==> config.mk <==
export PLATFORM = sky130hd
export DESIGN_NAME = ow_slave_seq
export DESIGN_NICKNAME = d
export VERILOG_FILES = /design/src/rtl/ow_seq_pkg.sv /design/src/rtl/ow_line_phy.sv /design/src/rtl/ow_cmd_seq.sv /design/src/rtl/ow_slave_seq.sv
export SDC_FILE = /design/constraint.sdc
export NUM_CORES = 1
export LEC_CHECK = 0
export BUFFER_PORTS_ARGS = -buffer_cell sky130_fd_sc_hd__buf_2
export CAP_MARGIN = 10
export CORE_MARGIN = 5
export CORE_UTILIZATION = 27
export CTS_CLUSTER_SIZE = 8
export DETAILED_ROUTE_END_ITERATION = 12
export PLACE_DENSITY_LB_ADDON = 0.12
export RECOVER_POWER = 50
export SETUP_SLACK_MARGIN = 0.1
export SLEW_MARGIN = 20
export SYNTH_ARGS = -nofsm -noshare
export SYNTH_HDL_FRONTEND = slang
export SYNTH_HIERARCHICAL = 1
export SYNTH_SLANG_ARGS = --single-unit
==> constraint.sdc <==
create_clock -name clk -period 3 [get_ports clk]
set_input_delay 0.45 -clock clk [delete_from_list [all_inputs] [get_ports clk]]
set_output_delay 0.45 -clock clk [all_outputs]
set_load 0.02 [all_outputs]
==> src/rtl/ow_seq_pkg.sv <==
package ow_seq_pkg;

  localparam logic [7:0] FAMILY_CODE = 8'h28;

  // ROM-level opcodes
  localparam logic [7:0] ROM_READ   = 8'h33;
  localparam logic [7:0] ROM_MATCH  = 8'h55;
  localparam logic [7:0] ROM_SKIP   = 8'hCC;
  localparam logic [7:0] ROM_SEARCH = 8'hF0;
  localparam logic [7:0] ROM_ALARM  = 8'hEC;

  // function-level opcodes
  localparam logic [7:0] FN_CONV    = 8'h44;
  localparam logic [7:0] FN_WRSP    = 8'h4E;
  localparam logic [7:0] FN_RDSP    = 8'hBE;
  localparam logic [7:0] FN_COPY    = 8'h48;
  localparam logic [7:0] FN_RECALL  = 8'hB8;
  localparam logic [7:0] FN_PWR     = 8'hB4;

  typedef enum logic [2:0] {
    PH_IDLE, PH_SLOT, PH_RSTLOW, PH_PWAIT, PH_PDRV
  } phy_st_t;

  typedef enum logic [3:0] {
    SQ_IDLE, SQ_ROM, SQ_MATCH, SQ_TXROM, SQ_FUNC,
    SQ_WRSP, SQ_RDSP, SQ_STAT, SQ_PWR
  } seq_st_t;

  // reflected CRC-8, x^8+x^5+x^4+1, LSB of data first, start value 0
  function automatic logic [7:0] crc8_lsb(input logic [55:0] d);
    logic [7:0] c;
    logic       fb;
    c = 8'h00;
    for (int i = 0; i < 56; i++) begin
      fb = c[0] ^ d[i];
      c  = c >> 1;
      if (fb) c = c ^ 8'h8C;
    end
    return c;
  endfunction

endpackage

==> src/rtl/ow_line_phy.sv <==
module ow_line_phy
  import ow_seq_pkg::*;
#(
  parameter int CYC_PER_US = 50
) (
  input  logic clk,
  input  logic rst_n,
  input  logic line_i,
  input  logic tx_en,
  input  logic tx_bit,
  output logic line_pull,
  output logic rst_evt,
  output logic slot_stb,
  output logic slot_bit
);

  localparam int RST_CYC = 480 * CYC_PER_US;
  localparam int PW_CYC  = 30 * CYC_PER_US;
  localparam int PD_CYC  = 120 * CYC_PER_US;
  localparam int SMP_CYC = 30 * CYC_PER_US;
  localparam int DRV_CYC = 30 * CYC_PER_US;
  localparam int CW      = $clog2(RST_CYC + 1);

  logic [1:0]    sync_q;
  logic          prev_q;
  phy_st_t       st_q, st_n;
  logic [CW-1:0] tcnt_q, tcnt_n;
  logic [CW-1:0] lcnt_q, lcnt_n;
  logic          drv0_q, drv0_n;
  logic          s, fall;

  assign s    = sync_q[1];
  assign fall = prev_q & ~s;

  // length of the current low, saturating
  always_comb begin
    if (s)                              lcnt_n = '0;
    else if (lcnt_q == CW'(RST_CYC))    lcnt_n = lcnt_q;
    else                                lcnt_n = lcnt_q + CW'(1);
  end

  assign rst_evt = ~s && (lcnt_q == CW'(RST_CYC - 1));

  always_comb begin
    st_n   = st_q;
    tcnt_n = tcnt_q;
    drv0_n = drv0_q;
    if (rst_evt) begin
      st_n   = PH_RSTLOW;
      tcnt_n = '0;
    end else begin
      case (st_q)
        PH_IDLE: if (fall) begin
          st_n   = PH_SLOT;
          tcnt_n = '0;
          drv0_n = tx_en & ~tx_bit;
        end
        PH_SLOT: begin
          if (tcnt_q != CW'(SMP_CYC)) tcnt_n = tcnt_q + CW'(1);
          else if (s)                 st_n   = PH_IDLE;
        end
        PH_RSTLOW: if (s) begin
          st_n   = PH_PWAIT;
          tcnt_n = '0;
        end
        PH_PWAIT: begin
          if (tcnt_q == CW'(PW_CYC - 1)) begin
            st_n   = PH_PDRV;
            tcnt_n = '0;
          end else tcnt_n = tcnt_q + CW'(1);
        end
        PH_PDRV: begin
          if (tcnt_q == CW'(PD_CYC - 1)) st_n = PH_IDLE;
          else                           tcnt_n = tcnt_q + CW'(1);
        end
        default: st_n = PH_IDLE;
      endcase
    end
  end

  always_ff @(posedge clk or negedge rst_n) begin
    if (!rst_n) begin
      sync_q <= 2'b11;
      prev_q <= 1'b1;
      st_q   <= PH_IDLE;
      tcnt_q <= '0;
      lcnt_q <= '0;
      drv0_q <= 1'b0;
    end else begin
      sync_q <= {sync_q[0], line_i};
      prev_q <= s;
      st_q   <= st_n;
      tcnt_q <= tcnt_n;
      lcnt_q <= lcnt_n;
      drv0_q <= drv0_n;
    end
  end

  assign slot_stb  = (st_q == PH_SLOT) && (tcnt_q == CW'(SMP_CYC - 1));
  assign slot_bit  = s;
  assign line_pull = (st_q == PH_PDRV) ||
                     ((st_q == PH_SLOT) && drv0_q && (tcnt_q < CW'(DRV_CYC)));

endmodule

==> src/rtl/ow_cmd_seq.sv <==
module ow_cmd_seq
  import ow_seq_pkg::*;
#(
  parameter logic [63:0] ID_CODE = 64'h0
) (
  input  logic       clk,
  input  logic       rst_n,
  input  logic       rst_evt,
  input  logic       slot_stb,
  input  logic       slot_bit,
  output logic       tx_en,
  output logic       tx_bit,
  input  logic       parasite,
  input  logic       conv_busy,
  input  logic       recall_busy,
  output logic [3:0] sp_rd_idx,
  input  logic [7:0] sp_rd_data,
  output logic       conv_start,
  output logic       copy_start,
  output logic       recall_start,
  output logic       sp_wr_en,
  output logic [1:0] sp_wr_idx,
  output logic [7:0] sp_wr_data
);

  localparam int CNTW = 7;

  seq_st_t         st_q, st_n;
  logic [CNTW-1:0] cnt_q, cnt_n;
  logic [7:0]      sh_q, sh_n, shin;
  logic            rec_q, rec_n;
  logic            conv_n, copy_n, recs_n, wen_n;
  logic [1:0]      widx_n;
  logic [7:0]      wdat_n;
  logic            byte_end;

  assign shin     = {slot_bit, sh_q[7:1]};
  assign byte_end = (cnt_q[2:0] == 3'd7);

  always_comb begin
    st_n   = st_q;
    cnt_n  = cnt_q;
    sh_n   = sh_q;
    rec_n  = rec_q;
    conv_n = 1'b0;
    copy_n = 1'b0;
    recs_n = 1'b0;
    wen_n  = 1'b0;
    widx_n = sp_wr_idx;
    wdat_n = sp_wr_data;
    if (rst_evt) begin
      st_n  = SQ_ROM;
      cnt_n = '0;
    end else if (slot_stb) begin
      cnt_n = cnt_q + CNTW'(1);
      case (st_q)
        SQ_ROM: begin
          sh_n = shin;
          if (byte_end) begin
            cnt_n = '0;
            case (shin)
              ROM_READ:              st_n = SQ_TXROM;
              ROM_MATCH:             st_n = SQ_MATCH;
              ROM_SKIP:              st_n = SQ_FUNC;
              ROM_SEARCH, ROM_ALARM: st_n = SQ_IDLE;
              default:               st_n = SQ_IDLE;
            endcase
          end
        end
        SQ_MATCH: begin
          if (slot_bit != ID_CODE[cnt_q[5:0]]) st_n = SQ_IDLE;
          else if (cnt_q == CNTW'(63)) begin
            st_n  = SQ_FUNC;
            cnt_n = '0;
          end
        end
        SQ_TXROM: if (cnt_q == CNTW'(63)) st_n = SQ_IDLE;
        SQ_FUNC: begin
          sh_n = shin;
          if (byte_end) begin
            cnt_n = '0;
            case (shin)
              FN_CONV:   begin conv_n = 1'b1; rec_n = 1'b0; st_n = SQ_STAT; end
              FN_RECALL: begin recs_n = 1'b1; rec_n = 1'b1; st_n = SQ_STAT; end
              FN_COPY:   begin copy_n = 1'b1; st_n = SQ_IDLE; end
              FN_WRSP:   st_n = SQ_WRSP;
              FN_RDSP:   st_n = SQ_RDSP;
              FN_PWR:    st_n = SQ_PWR;
              default:   st_n = SQ_IDLE;
            endcase
          end
        end
        SQ_WRSP: begin
          sh_n = shin;
          if (byte_end) begin
            wen_n  = 1'b1;
            widx_n = cnt_q[4:3];
            wdat_n = shin;
            if (cnt_q == CNTW'(23)) st_n = SQ_IDLE;
          end
        end
        SQ_RDSP: if (cnt_q == CNTW'(71)) st_n = SQ_IDLE;
        SQ_PWR:  st_n = SQ_IDLE;
        default: cnt_n = cnt_q;
      endcase
    end
  end

  always_ff @(posedge clk or negedge rst_n) begin
    if (!rst_n) begin
      st_q         <= SQ_IDLE;
      cnt_q        <= '0;
      sh_q         <= '0;
      rec_q        <= 1'b0;
      conv_start   <= 1'b0;
      copy_start   <= 1'b0;
      recall_start <= 1'b0;
      sp_wr_en     <= 1'b0;
      sp_wr_idx    <= '0;
      sp_wr_data   <= '0;
    end else begin
      st_q         <= st_n;
      cnt_q        <= cnt_n;
      sh_q         <= sh_n;
      rec_q        <= rec_n;
      conv_start   <= conv_n;
      copy_start   <= copy_n;
      recall_start <= recs_n;
      sp_wr_en     <= wen_n;
      sp_wr_idx    <= widx_n;
      sp_wr_data   <= wdat_n;
    end
  end

  assign sp_rd_idx = cnt_q[6:3];

  always_comb begin
    tx_en  = 1'b0;
    tx_bit = 1'b1;
    case (st_q)
      SQ_TXROM: begin tx_en = 1'b1; tx_bit = ID_CODE[cnt_q[5:0]];          end
      SQ_RDSP:  begin tx_en = 1'b1; tx_bit = sp_rd_data[cnt_q[2:0]];       end
      SQ_STAT:  begin tx_en = 1'b1; tx_bit = ~(rec_q ? recall_busy : conv_busy); end
      SQ_PWR:   begin tx_en = 1'b1; tx_bit = ~parasite;                    end
      default:  ;
    endcase
  end

endmodule

==> src/rtl/ow_slave_seq.sv <==
module ow_slave_seq
  import ow_seq_pkg::*;
#(
  parameter int          CYC_PER_US = 50,
  parameter logic [47:0] SERIAL     = 48'h0000_0B2C_71E4
) (
  input  logic       clk,
  input  logic       rst_n,
  input  logic       line_i,
  output logic       line_pull_o,
  input  logic       parasite_i,
  input  logic       conv_busy_i,
  input  logic       recall_busy_i,
  output logic       conv_start_o,
  output logic       copy_start_o,
  output logic       recall_start_o,
  output logic [3:0] sp_rd_idx_o,
  input  logic [7:0] sp_rd_data_i,
  output logic       sp_wr_en_o,
  output logic [1:0] sp_wr_idx_o,
  output logic [7:0] sp_wr_data_o
);

  localparam logic [55:0] ID_LOW  = {SERIAL, FAMILY_CODE};
  localparam logic [63:0] ID_CODE = {crc8_lsb(ID_LOW), ID_LOW};

  logic [1:0] rsync_q;
  logic       rst_sync_n;
  logic       rst_evt, slot_stb, slot_bit, tx_en, tx_bit;

  always_ff @(posedge clk or negedge rst_n) begin
    if (!rst_n) rsync_q <= 2'b00;
    else        rsync_q <= {rsync_q[0], 1'b1};
  end
  assign rst_sync_n = rsync_q[1];

  ow_line_phy #(.CYC_PER_US(CYC_PER_US)) u_phy (
    .clk       (clk),
    .rst_n     (rst_sync_n),
    .line_i    (line_i),
    .tx_en     (tx_en),
    .tx_bit    (tx_bit),
    .line_pull (line_pull_o),
    .rst_evt   (rst_evt),
    .slot_stb  (slot_stb),
    .slot_bit  (slot_bit)
  );

  ow_cmd_seq #(.ID_CODE(ID_CODE)) u_seq (
    .clk          (clk),
    .rst_n        (rst_sync_n),
    .rst_evt      (rst_evt),
    .slot_stb     (slot_stb),
    .slot_bit     (slot_bit),
    .tx_en        (tx_en),
    .tx_bit       (tx_bit),
    .parasite     (parasite_i),
    .conv_busy    (conv_busy_i),
    .recall_busy  (recall_busy_i),
    .sp_rd_idx    (sp_rd_idx_o),
    .sp_rd_data   (sp_rd_data_i),
    .conv_start   (conv_start_o),
    .copy_start   (copy_start_o),
    .recall_start (recall_start_o),
    .sp_wr_en     (sp_wr_en_o),
    .sp_wr_idx    (sp_wr_idx_o),
    .sp_wr_data   (sp_wr_data_o)
  );

endmodule

Yosys cells after proc, flatten, opt, wreduce, memory -nomap -nowiden
Memory sizes are Yosys's and may differ from the RTL's.
Index checks and enable logic that the tools add are counted.
Cells by class
  add/subtract/negate cells: 3
  multiply operators: 0
  divide/modulo/power cells: 0
  $lt $le $gt $ge: 3
  equality and inequality tests: 47
  shift operators: 0
  mux-type cells: 62
  bitwise operators: 7
  reductions and logical operators: 24
Operators by type and width (count)
  two-way mux 15 bit: 8
  case mux 15 bit (5 select lines): 1
  two-way mux 4 bit: 10
  inequality test 3 x 2 -> 1 bit (second input constant): 12
  two-way mux 7 bit: 5
  == test 8 x 7 -> 1 bit (second input constant): 4
  == test 8 bit (second input constant): 4
  adder 15 x 1 -> 15 bit (second input constant): 2
  == test 15 bit (second input constant): 2
  case mux 4 bit (7 select lines): 1
  two-way mux 1 bit: 23
  two-way mux 3 bit: 7
  case mux 7 bit (3 select lines): 1
  == test 4 x 3 -> 1 bit (second input constant): 4
  case mux 4 bit (4 select lines): 1
  == test 15 x 11 -> 1 bit (second input constant): 1
  == test 15 x 13 -> 1 bit (second input constant): 1
  < comparator 15 x 11 -> 1 bit (second input constant): 1
  inequality test 15 x 11 -> 1 bit (second input constant): 1
  case mux 3 bit (5 select lines): 1
  AND reduction 5 bit: 2
  case mux 3 bit (3 select lines): 1
  AND reduction 9 bit: 1
  == test 4 x 2 -> 1 bit (second input constant): 2
  35 further kinds: 50
Storage, ports and cells
  register bits after elaboration: 73
  latch bits: 0
  RAM bits: 0
  memory bits (read-only): 64
  input port bits: 14
  output and inout port bits: 19
  memories kept: 1
Memories
  (no name shown): depth 64, bits a word 1, rd ports 1, clocked after Yosys merged registers in 0, wr ports 0, RTL line ow_cmd_seq.sv:71  | if (slot_bit != ID_CODE[cnt_q[5:0]]) st_n = SQ_IDLE;

Longest topological paths before layout
Gate-level depths: netlist of run 1.
  word-level depth: 7
  depth in mapped cells: 12
  depth with buffers taken out: 10

By module
The synthesis of run 1 kept the hierarchy.
By module, submodules not included
  ow_line_phy: times used 1, cells an instance 263, area an instance 2299.7 sq um, sequential area each 929.6 sq um
  ow_cmd_seq: times used 1, cells an instance 232, area an instance 2212.1 sq um, sequential area each 825.8 sq um
  ow_slave_seq: times used 1, cells an instance 3, area an instance 53.8 sq um, sequential area each 50.0 sq um

Worst setup path before layout of run 1
No wires, ideal clock.
  kind: flip-flop to flip-flop
  start: register u_phy.lcnt_q[2]
  end: register u_seq.sp_wr_data[0]
  arrival: 2.615 ns
  data required time: 2.875 ns
  path slack: 0.260 ns
  cell stages (with the launch flop): 12
  buffers on the path: 2
  clock period less this slack: 2.740 ns
  cells stage by stage: dfrtp_1 -> and4_1 -> nand3_1 -> or4_1 -> buf_2 -> inv_1 -> inv_1 -> nand2_1 -> nor2_1 -> nand4_1 -> clkbuf_1 -> mux2_2
Between the ends
  longest elaborated chain between the ends: 4
Ends and longest elaborated chain
  from (decl): RTL line ow_line_phy.sv:28  | logic [CW-1:0] lcnt_q, lcnt_n;
  from (signal assigned): RTL line ow_line_phy.sv:94  | lcnt_q <= lcnt_n;
  == test 15 bit: RTL line ow_line_phy.sv:42  | assign rst_evt = ~s && (lcnt_q == CW'(RST_CYC - 1));
  logical AND 1 bit: RTL line ow_line_phy.sv:42
  net rst_evt: RTL line ow_slave_seq.sv:29  | logic rst_evt, slot_stb, slot_bit, tx_en, tx_bit;
  NOT 1 bit (no line)
  AND reduction 4 bit (no line)
  to (signal assigned): RTL line ow_cmd_seq.sv:131  | sp_wr_data <= wdat_n;
  to (decl): RTL line ow_cmd_seq.sv:23  | output logic [7:0] sp_wr_data
The timed path passes the listed nets, and every way through them passes these cells.
A chain may end at the register's enable or synchronous reset.

Worst setup path in the final report of run 1
  start: register u_seq.cnt_q[1]
  end: register u_seq.st_q[3]
Between the ends
  longest elaborated chain between the ends: 7
Ends and longest elaborated chain
  from (decl): RTL line ow_cmd_seq.sv:29  | logic [CNTW-1:0] cnt_q, cnt_n;
  from (signal assigned): RTL line ow_cmd_seq.sv:123  | cnt_q <= cnt_n;
  memory (64 x 1 bit)
  two-way mux 1 bit (implied by the code): RTL line ow_cmd_seq.sv:71
  inequality test 1 bit: RTL line ow_cmd_seq.sv:71
  two-way mux 4 bit: RTL line ow_cmd_seq.sv:71
  case mux 4 bit (7 select lines): RTL line ow_cmd_seq.sv:56  | case (st_q)
  two-way mux 4 bit: RTL line ow_cmd_seq.sv:54  | end else if (slot_stb) begin
  two-way mux 4 bit: RTL line ow_cmd_seq.sv:51  | if (rst_evt) begin
  to (signal assigned): RTL line ow_cmd_seq.sv:122  | st_q <= st_n;
  to (decl): RTL line ow_cmd_seq.sv:28  | seq_st_t st_q, st_n;
Several ways; a longest one is shown, not always the timed one. The select of a mux whose other input is x is not followed.

==> run_results.csv, run 1 <==
group,metric,value,unit
outcome,status,"finished clean",
cells_and_area,fin_area,0.00529,sq mm
logic_synthesis,synth-main-ff-cell,"dfrtp_1",
route,dr.pass1.iters,5,
grt,grt_max_degree,32,
logic_synthesis,synthMostInstantiatedCell,"dfrtp_1",
logic_synthesis,synth_area_leaders,"dfrtp_1 38%, mux2_2 3.9%, nor2_1 3.5%",
cells_and_area,antenna_cells,0,
cells_and_area,drive_gt1_share,18.6,%
cells_and_area,area_growth,15.9,%
sta,finalCritPeriodShare,91.1,%
worst_setup_path,r2r-start,"u_seq/cnt_q[1]",
sta,setup_tns,0,ns
floorplanning,io_pins,33,
route,drtIter0Drc,206,
cts,clock_latency,0.34,ns
power_and_ir_drop,p_leak,2.26,nW
logic_synthesis,syn_inst,498,
power_and_ir_drop,ir_drop,0.000220,V
grt,grt_pass1_vias,3634,
cts,clk_pin_slew_worst_paths,0.07,ns
logic_synthesis,avgSynthCellArea,9.17,sq um
worst_setup_path,required,3.23,ns
sta,min_period,2.73,ns
sta,finalSetupViolations,0,
worst_setup_path,crit_end,"u_seq/st_q[3]",
placement,dp_hpwl,8400,um
worst_hold_path,hold_class,"input port to register",
sta,worst_pin_slew,1.44,ns
cts,cts_buffers,9,
route,viasPerCell,4.99,
sta,clock_skew,0.00935,ns
logic_synthesis,synth_area,0.00457,sq mm
cts,clockRootBuffer,"clkbuf_16",
worst_setup_path,path_class,"register to register",
route,drcViolationCount,0,
sta,rsz0062_at_grt,"true",
placement,port-buffer-count,32,
logic_synthesis,synth_top_area_share,37.8,%
route,ant_nets,0,
route,wl_per_cell,15.4,um
placement,place_area,0.00497,sq mm
sta,max-slew-margin-rel,4.27,%
cts,cts_tree,"yes",
logic_synthesis,seq_area_frac_synth,39.5,%
cts,h-tree-depth,3,
placement,globalplace.congestion,0.880,
logic_synthesis,synth-warning-count,6,
worst_setup_path,startpoint,"u_seq/cnt_q[1]",
logic_synthesis,synth_common_cells,"69 x dfrtp_1, 42 x nor2_1, 36 x nand2_1",
floorplanning,initial_utilization,27.5,%
worst_setup_path,r2r_slack,0.27,ns
cells_and_area,nets,552,
sta,finalHoldViolCount,0,
floorplanning,die-width,140,um
logic_synthesis,synth_cell_types,74,
cts,cts.sinks,72,
logic_synthesis,synth_edf_count,0,
sta,fmax,366,MHz
route,drt_wl_total,11600,um
worst_setup_path,end_kind,"register",
grt,grt_usage,12.1,%
sta,slew_viol_final,0,
logic_synthesis,synth_top_area_cell,"dfrtp_1",
worst_setup_path,cp_max_fo,8,
worst_setup_path,worstSetupStartpointType,"register",
logic_synthesis,synthArstFlopShare,100,%
worst_setup_path,worstRegToRegCells,9,
worst_setup_path,path_cells,"inv_1, ha_1, nor2b_1, a222oi_1, o211ai_1, mux2_4, o31a_4, nor2_4, mux2_1",
worst_setup_path,worstPathArrival,2.96,ns
floorplanning,placementRows,47,
logic_synthesis,ys_ff_latch,72,
worst_setup_path,rr_endpoint,"u_seq/st_q[3]",
floorplanning,coreArea,0.0166,sq mm
route,vias,3752,
grt,grt-ovfl-total,0,
job,max-cap-violations,0,
floorplanning,dieArea,0.0196,sq mm
worst_setup_path,crit_slowest_cell,"dfrtp_1",
grt,grt_pass1_wl,19500,um
logic_synthesis,synth_fp_nets,523,
floorplanning,die_h,140,um
worst_setup_path,slowest_delay,0.47,ns
power_and_ir_drop,p_per_area,480,mW/mm^2
cells_and_area,fillerInstances,1754,
cts,clock_path_buffers,2,
grt,antenna_found_initial,0,
[power breakdown]
group	leakage [nW]	internal [mW]	total [mW]	switching [mW]
Combinational	1.14	0.129	0.295	0.166
Sequential	0.971	1.02	1.10	0.0826
Clock	0.149	0.695	1.14	0.445
[state kept, by name (all words and copies together) (netlist names)]
register,count
u_seq/sp_wr_en,1
u_seq/rec_q,1
u_phy/tcnt_q,15
u_seq/cnt_q,7
u_seq/st_q,4
u_seq/recall_start,1
u_phy/st_q,3
u_seq/sp_wr_idx,2
u_phy/lcnt_q,15
u_seq/sp_wr_data,8
u_phy/sync_q,2
u_phy/drv0_q,1
u_seq/sh_q,7
u_seq/copy_start,1
u_phy/prev_q,1
u_seq/conv_start,1
rsync_q,2
[critical path, delay by kind of cell (launching register included)]
family / cells / cell delay [ns]
DFF: 1 / 0.47
and+or+nand+nor: 2 / 0.18
buffers and inverters: 1 / 0.16
adders and majority gates: 1 / 0.16
AOI/OAI and AO/OA: 3 / 0.98
muxes: 2 / 0.67
[through the flow]
stage	std cells	hold slack [ns]	setup slack [ns]	total power, mW	util, %
after floorplan	498	0.154	0.260	1.31	-
after global placement	735	0.237	0.244	1.41	30.0
after detailed placement	735	0.240	0.163	1.42	30.0
after CTS	752	0.189	0.176	2.58	31.9
after global routing	752	0.198	0.0995	2.67	31.9
final	752	0.206	0.268	2.54	31.9
[how the worst min path moves through the flow]
| stage | from | to | slack, ns | cells after the start |
|---|---|---|---|---|
| CTS | line_i | u_phy/sync_q[0] | 0.19 | 1 |
| floorplan | rst_n | rsync_q[0] | 0.15 | 0 |
| global route | line_i | u_phy/sync_q[0] | 0.20 | 1 |
| detailed placement | rst_n | rsync_q[0] | 0.24 | 1 |
| global placement | rst_n | rsync_q[0] | 0.24 | 1 |
| finish | line_i | u_phy/sync_q[0] | 0.21 | 1 |
[logic make-up after synthesis]
kind of cell / share of synthesized area, %
compound gates: 16.1
xor+xnor: 2.88
fa+ha+maj: 3.01
buf+inv: 5.48
flops: 39.5
mux: 6.60
other cells: 0.0821
simple gates: 26.3
[area by class of cell]
| type | instances | area [sq um] | area share [%] |
|---|---|---|---|
| Timing Repair Buffer | 48 | 274 | 5.18 |
| Clock buffer | 11 | 253 | 4.78 |
| Tap cell | 220 | 275 | 5.20 |
| Sequential cell | 72 | 1810 | 34.1 |
| Clock inverter | 5 | 62.6 | 1.18 |
| Multi-Input combinational cell | 368 | 2510 | 47.5 |
| Inverter | 28 | 105 | 1.99 |
[cell usage in the layout, fill, tap and decap left out, drive strengths merged, types with 6 or more instances in the layout]
master / synthesis / layout
dfrtp: 69 / 69
buf: 9 / 44
nor2: 43 / 43
nand2: 36 / 36
inv: 28 / 30
o21ai: 27 / 27
nand3: 24 / 24
a21oi: 19 / 19
mux2: 18 / 18
clkbuf: 21 / 14
nand4: 12 / 12
nor3: 12 / 12
nand2b: 11 / 11
ha: 11 / 11
and3: 10 / 10
nor2b: 10 / 10
o211ai: 10 / 10
xor2: 9 / 9
or4: 8 / 8
and2: 7 / 7
a31oi: 7 / 7
xnor2: 6 / 6
a21o: 6 / 6
[repair_timing]
action,4_1_cts,5_1_grt
hold buffers,1,0
endpoints found under the setup margin,0,7
setup buffers,0,0
gates resized for setup,0,1
hold endpoints to repair,2,0
[per-layer routing]
metal / vias to the layer above / share of wire [%] / track usage (%)
met3: 16 / 3.1 / 1.81
met5: - / 0 / 0
met4: 0 / 2.0 / 5.66
met2: 70 / 43 / 16.9
met1: 1805 / 52 / 18.3
li1: 1861 / - / -
Note: power is estimated with default switching activity, not from simulation.
==> inputs of run 2 (changes only) <==
==> constraint.sdc (replaced) <==
create_clock -name clk -period 3 [get_ports clk]
set_input_delay 0.75 -clock clk [delete_from_list [all_inputs] [get_ports clk]]
set_output_delay 0.75 -clock clk [all_outputs]
set_load 0.02 [all_outputs]
==> run 2 against run 1 <==
Compared with the run above:
- routed wire length increased by 0.36%
- clock skew shrank 0.0014 ns
- maximum frequency shrank 0.91%
- clock-buffer cell count unchanged
- die area is the same
- non-clock buffer count down 1
- worst setup slack worse by 0.025 ns
==> run_results.csv, run 2 (synthesis results as in run 1) <==
group,metric,value,unit
worst_setup_path,slowest_delay,0.58,ns
cells_and_area,area_growth,15.7,%
floorplanning,die-width,140,um
floorplanning,placementRows,47,
cts,cts_tree,"yes",
power_and_ir_drop,combinationalPowerShare,11.6,%
worst_setup_path,cp_max_fo,7,
outcome,status,"finished clean",
worst_setup_path,r2r-start,"u_seq/cnt_q[1]",
floorplanning,dieArea,0.0196,sq mm
sta,finalHoldViolCount,0,
worst_setup_path,path_delay_family,"simple AND/OR/NAND/NOR gates",
power_and_ir_drop,swShare,27.2,%
cts,clock_latency,0.34,ns
sta,min_period,2.76,ns
route,routed.top_layer,"met4",
worst_hold_path,hold_class,"input port to async pin",
cts,h-tree-depth,3,
placement,globalplace.congestion,0.880,
cells_and_area,antenna_cells,0,
cells_and_area,layout_common_cells,"69 x dfrtp_1, 42 x nor2_1, 36 x nand2_1",
cells_and_area,nets,551,
route,dr.pass1.iters,6,
route,drt_wl_total,11600,um
route,ant_nets,0,
grt,grt_pass1_vias,3629,
route,viasPerCell,4.98,
power_and_ir_drop,p_sw,689,uW
sta,worst_pin_slew,1.43,ns
grt,antenna_found_initial,0,
power_and_ir_drop,internal-power,1.85,mW
job,max-cap-violations,0,
cells_and_area,drive_gt1_share,18.8,%
floorplanning,coreArea,0.0166,sq mm
worst_setup_path,startpoint,"u_phy/tcnt_q[12]",
sta,max-slew-margin-rel,4.77,%
cts,cts.sinks,72,
sta,setup_tns,0,ns
worst_setup_path,required,2.25,ns
worst_setup_path,worstSetupStartpointType,"register",
grt,grt_max_degree,32,
sta,slew_viol_final,0,
cts,cts_setup_buffers,0,
sta,setup_ws,0.243,ns
route,dr_wl_met2,4940,um
sta,fmax,363,MHz
cts,cts_buffers,9,
cts,clock_path_buffers,2,
worst_setup_path,end_kind,"output port",
route,vias,3742,
floorplanning,io_pins,33,
placement,place_ws,0.163,ns
placement,port-buffer-count,32,
power_and_ir_drop,p_per_area,480,mW/mm^2
cts,clk_pin_slew_worst_paths,0.06,ns
power_and_ir_drop,finalPower,2.53,mW
worst_setup_path,r2r_slack,0.27,ns
sta,rsz0062_at_grt,"true",
floorplanning,initial_utilization,27.5,%
grt,grt_usage,12.1,%
placement,place_area,0.00497,sq mm
placement,dp_hpwl,8400,um
power_and_ir_drop,power_frac_seq,43.5,%
route,wl_per_cell,15.5,um
cells_and_area,multi_input_area,0.00252,sq mm
worst_setup_path,rr_endpoint,"u_seq/st_q[3]",
worst_setup_path,path_class,"register to output port",
cells_and_area,reg_top3,"u_phy/lcnt_q: 15 flops, u_phy/tcnt_q: 15 flops, u_seq/sp_wr_data: 8 flops",
worst_setup_path,crit_slowest_cell,"or4_4",
power_and_ir_drop,p_leak,2.26,nW
sta,finalSetupViolations,0,
power_and_ir_drop,power_frac_clock,44.8,%
worst_setup_path,worstPathArrival,2.01,ns
sta,finalCritPeriodShare,91.9,%
cells_and_area,register_area,0.00181,sq mm
route,dr_wl_met3,355,um
grt,grt-ovfl-total,0,
route,routedLengthMet1,6100,um
cells_and_area,fin_area,0.00528,sq mm
cells_and_area,mostFrequentLayoutCell,"dfrtp_1",
power_and_ir_drop,ir_drop,0.000220,V
cts,clockRootBuffer,"clkbuf_16",
worst_setup_path,path_buf_inv,1,
worst_setup_path,path_cells,"or4_4, nor2_1, o311ai_0, a21oi_1, buf_2",
sta,clock_skew,0.00799,ns
cells_and_area,fillerInstances,1755,
route,drcViolationCount,0,
floorplanning,die_h,140,um
worst_setup_path,worstRegToRegCells,9,
route,drtIter0Drc,209,
grt,grt_pass1_wl,19400,um
run 2: cell count changes in the layout (fill, tap and decap cells not counted):
| cell | change |
|---|---|
| dlygate4sd3_1 | -1 |
| and3_2 | +1 |
| and3_1 | -1 |
run 2: cell type report:
| type | instances | area share, % |
|---|---|---|
| multi-input cells | 368 | 47.6 |
| flip-flops and latches | 72 | 34.2 |
| well taps | 220 | 5.21 |
| repair buffers | 47 | 5.00 |
| clock buffers | 11 | 4.79 |
| inverters | 28 | 1.99 |
| clock inverters | 5 | 1.18 |
run 2: per-stage QoR:
step	util, %	hold slack, ns	instances
2_1_floorplan	-	0.331	498
3_3_place_gp	30.0	0.266	735
3_5_place_dp	30.0	0.272	735
4_1_cts	31.9	0.170	751
5_1_grt	31.8	0.187	751
6_report	31.8	0.186	751
run 2: how the worst max path moves through the flow:
stage,cells past startpoint,to
after floorplan,11,u_seq/sp_wr_data[0]
after detailed placement,8,u_seq/st_q[3]
after global placement,8,u_seq/st_q[3]
after global routing,8,u_seq/st_q[3]
final,5,line_pull_o
after CTS,8,u_seq/st_q[3]
run 2: worst reg2reg max path, stage by stage (launching register included):
cell and delay [ns]:
dfrtp_1 0.47, inv_1 0.16, ha_1 0.16, nor2b_1 0.05, a222oi_1 0.40, o211ai_1 0.20
mux2_4 0.34, o31a_4 0.37, nor2_4 0.13, mux2_1 0.33
run 2: what timing repair did:
action / in CTS / in global routing
hold buffers: 0 / 0
gates resized for setup: 0 / 2
setup endpoints to repair: 0 / 8
run 2: routing by layer:
metal	GRT usage, %	up-vias
met3	1.81	16
met2	16.9	58
met5	0	-
met4	5.66	0
li1	-	1859
met1	18.2	1809
run 2: power by group through the flow:
stage / clock [mW] / sequential (mW) / combinational [mW]
floorplan: 0 / 1.08 / 0.229
global placement: 0 / 1.12 / 0.297
detailed placement: 0 / 1.12 / 0.299
CTS: 1.18 / 1.10 / 0.299
global route: 1.21 / 1.11 / 0.340
finish: 1.14 / 1.10 / 0.294
==> inputs of run 3 (changes only) <==
--- a/config.mk
+++ b/config.mk
@@ -5,10 +5,11 @@
 export SDC_FILE = /design/constraint.sdc
 export NUM_CORES = 1
 export LEC_CHECK = 0
+export ABC_CLOCK_PERIOD_IN_PS = 3000
 export BUFFER_PORTS_ARGS = -buffer_cell sky130_fd_sc_hd__buf_2
 export CAP_MARGIN = 10
 export CORE_MARGIN = 5
-export CORE_UTILIZATION = 27
+export CORE_UTILIZATION = 50
 export CTS_CLUSTER_SIZE = 8
 export DETAILED_ROUTE_END_ITERATION = 12
 export PLACE_DENSITY_LB_ADDON = 0.12
==> run 3 against run 2 <==
Compared with the run above:
- hold slack worse by 0.0043 ns
- non-clock buffer count down 4
- global-route usage rose by 6.8 points
- critical path depth rose by 4
==> run_results.csv, run 3 (synthesis results as in run 1) <==
group,metric,value,unit
worst_setup_path,path_cells,"inv_1, ha_1, nor2b_1, a222oi_1, o211ai_1, mux2_4, o31a_4, nor2_4, mux2_1",
worst_setup_path,worstSetupStartpointType,"register",
grt,antenna_found_initial,0,
cts,cts_setup_buffers,0,
worst_setup_path,required,3.23,ns
worst_setup_path,worstPathArrival,3.03,ns
worst_hold_path,hold_class,"input port to async pin",
power_and_ir_drop,internal-power,1.44,mW
power_and_ir_drop,power_frac_seq,53.5,%
floorplanning,placementRows,34,
route,vias,3831,
sta,min_period,2.80,ns
sta,fmax,357,MHz
cells_and_area,antenna_cells,0,
power_and_ir_drop,ir_drop,0.000312,V
route,drcViolationCount,0,
job,max-cap-violations,0,
grt,grt_pass1_vias,3613,
power_and_ir_drop,finalPower,2.06,mW
sta,clock_skew,0.00855,ns
cells_and_area,nets,547,
floorplanning,dieArea,0.0111,sq mm
grt,grt_max_degree,45,
worst_setup_path,path_class,"register to register",
cts,h-tree-depth,3,
floorplanning,die_h,106,um
cells_and_area,mostFrequentLayoutCell,"dfrtp_1",
cts,clock_latency,0.34,ns
worst_setup_path,end_kind,"register",
cells_and_area,layout_common_cells,"69 x dfrtp_1, 42 x nor2_1, 36 x nand2_1",
cts,cts_buffers,9,
cts,cts_tree,"yes",
route,dr.pass1.iters,6,
worst_setup_path,cp_max_fo,8,
power_and_ir_drop,power_frac_clock,33.4,%
cells_and_area,fillerInstances,789,
sta,worst_pin_slew,1.09,ns
power_and_ir_drop,combinationalPowerShare,13.2,%
cells_and_area,multi_input_area,0.00252,sq mm
placement,dp_hpwl,7130,um
sta,finalHoldViolCount,0,
route,drtIter0Drc,285,
route,wl_per_cell,16.0,um
power_and_ir_drop,p_sw,622,uW
floorplanning,coreArea,0.00881,sq mm
worst_setup_path,path_buf_inv,1,
floorplanning,die-width,106,um
cts,post_cts_resized,0,
sta,rsz0062_at_grt,"true",
cts,clock_path_buffers,2,
route,drt_wl_total,10200,um
placement,globalplace.congestion,0.884,
cts,clk_pin_slew_worst_paths,0.08,ns
cts,cts.sinks,72,
worst_setup_path,crit_slowest_cell,"dfrtp_1",
cells_and_area,register_area,0.00181,sq mm
worst_setup_path,worstRegToRegCells,9,
sta,max-slew-margin-rel,27.1,%
outcome,status,"finished clean",
grt,grt_usage,18.9,%
grt,grt_pass1_wl,17600,um
route,viasPerCell,6.03,
worst_setup_path,path_delay_family,"compound AO/OA/AOI/OAI gates",
cells_and_area,reg_top3,"u_phy/lcnt_q: 15 flops, u_phy/tcnt_q: 15 flops, u_seq/sp_wr_data: 8 flops",
worst_setup_path,r2r_slack,0.20,ns
power_and_ir_drop,p_leak,2.18,nW
cts,cts_hold_buf,0,
floorplanning,io_pins,33,
cells_and_area,area_growth,8.93,%
worst_setup_path,rr_endpoint,"u_seq/st_q[3]",
grt,grt-ovfl-total,0,
sta,setup_tns,0,ns
worst_setup_path,r2r-start,"u_seq/cnt_q[1]",
cts,clockRootBuffer,"clkbuf_8",
worst_setup_path,slowest_delay,0.48,ns
sta,finalCritPeriodShare,93.3,%
cells_and_area,drive_gt1_share,19.0,%
floorplanning,initial_utilization,51.8,%
power_and_ir_drop,p_per_area,415,mW/mm^2
placement,port-buffer-count,32,
route,ant_nets,0,
power_and_ir_drop,swShare,30.2,%
sta,finalSetupViolations,0,
sta,slew_viol_final,0,
## run 3: cell count changes in the layout (fill, tap and decap cells not counted), moves of 2 or more
cell	change
clkbuf_1	-2
clkbuf_8	+7
buf_4	-3
clkbuf_16	-9
clkinv_2	+4
## run 3: worst reg2reg max path, delay by kind of cell (launching register included)
| kind | cells | cell delay [ns] |
|---|---|---|
| compound gates | 3 | 1.05 |
| mux | 2 | 0.67 |
| flops | 1 | 0.48 |
| buf+inv | 1 | 0.16 |
| simple gates | 2 | 0.19 |
| fa+ha+maj | 1 | 0.16 |
## run 3: worst max path at each step
| stage | from | endpoint | slack, ns | cells after the start |
|---|---|---|---|---|
| after floorplan | u_phy/lcnt_q[2] | u_seq/sp_wr_data[0] | 0.26 | 11 |
| after global placement | u_phy/tcnt_q[11] | u_seq/st_q[3] | 0.25 | 8 |
| after detailed placement | u_phy/tcnt_q[11] | u_seq/st_q[3] | 0.14 | 8 |
| after CTS | u_phy/tcnt_q[11] | u_seq/st_q[3] | 0.14 | 8 |
| after global routing | u_seq/cnt_q[1] | u_seq/st_q[3] | 0.09 | 9 |
| final | u_seq/cnt_q[1] | u_seq/st_q[3] | 0.20 | 9 |
## run 3: layout make-up
class                           instances  share of cell area [%]
Clock inverter                          7                   0.906
Timing Repair Buffer                   43                    4.81
Clock buffer                            9                    2.49
Sequential cell                        72                    36.3
Inverter                               28                    2.11
Tap cell                              108                    2.72
Multi-Input combinational cell        368                    50.7
## run 3: routing by layer
metal | routed length [um] | vias to the layer above | part of all wire (%) | global-route usage, %
met2 | 4600 | 93 | 45 | 28.2
met3 | 509 | 10 | 5.0 | 3.67
met5 | 0 | - | 0 | 0
li1 | - | 1850 | - | -
met4 | 105 | 0 | 1.0 | 5.64
met1 | 4950 | 1878 | 49 | 27.9
## run 3: power by group through the flow
stage | sequential (mW) | combinational (mW) | clock [mW]
after floorplan | 1.08 | 0.229 | 0
after global placement | 1.12 | 0.271 | 0
after global routing | 1.11 | 0.312 | 0.754
final | 1.10 | 0.272 | 0.688
after CTS | 1.10 | 0.277 | 0.710
after detailed placement | 1.12 | 0.275 | 0
## run 3: through the flow
step / hold slack, ns / setup slack (ns) / util [%] / instances / area [sq um]
6_report: 0.182 / 0.202 / 56.5 / 635 / 4970
5_1_grt: 0.168 / 0.0923 / 56.5 / 635 / 4970
4_1_cts: 0.166 / 0.137 / 56.6 / 635 / 4980
3_5_place_dp: 0.296 / 0.138 / 54.6 / 619 / 4810
3_3_place_gp: 0.284 / 0.246 / 54.6 / 619 / 4810
2_1_floorplan: 0.331 / 0.260 / - / 498 / 4570
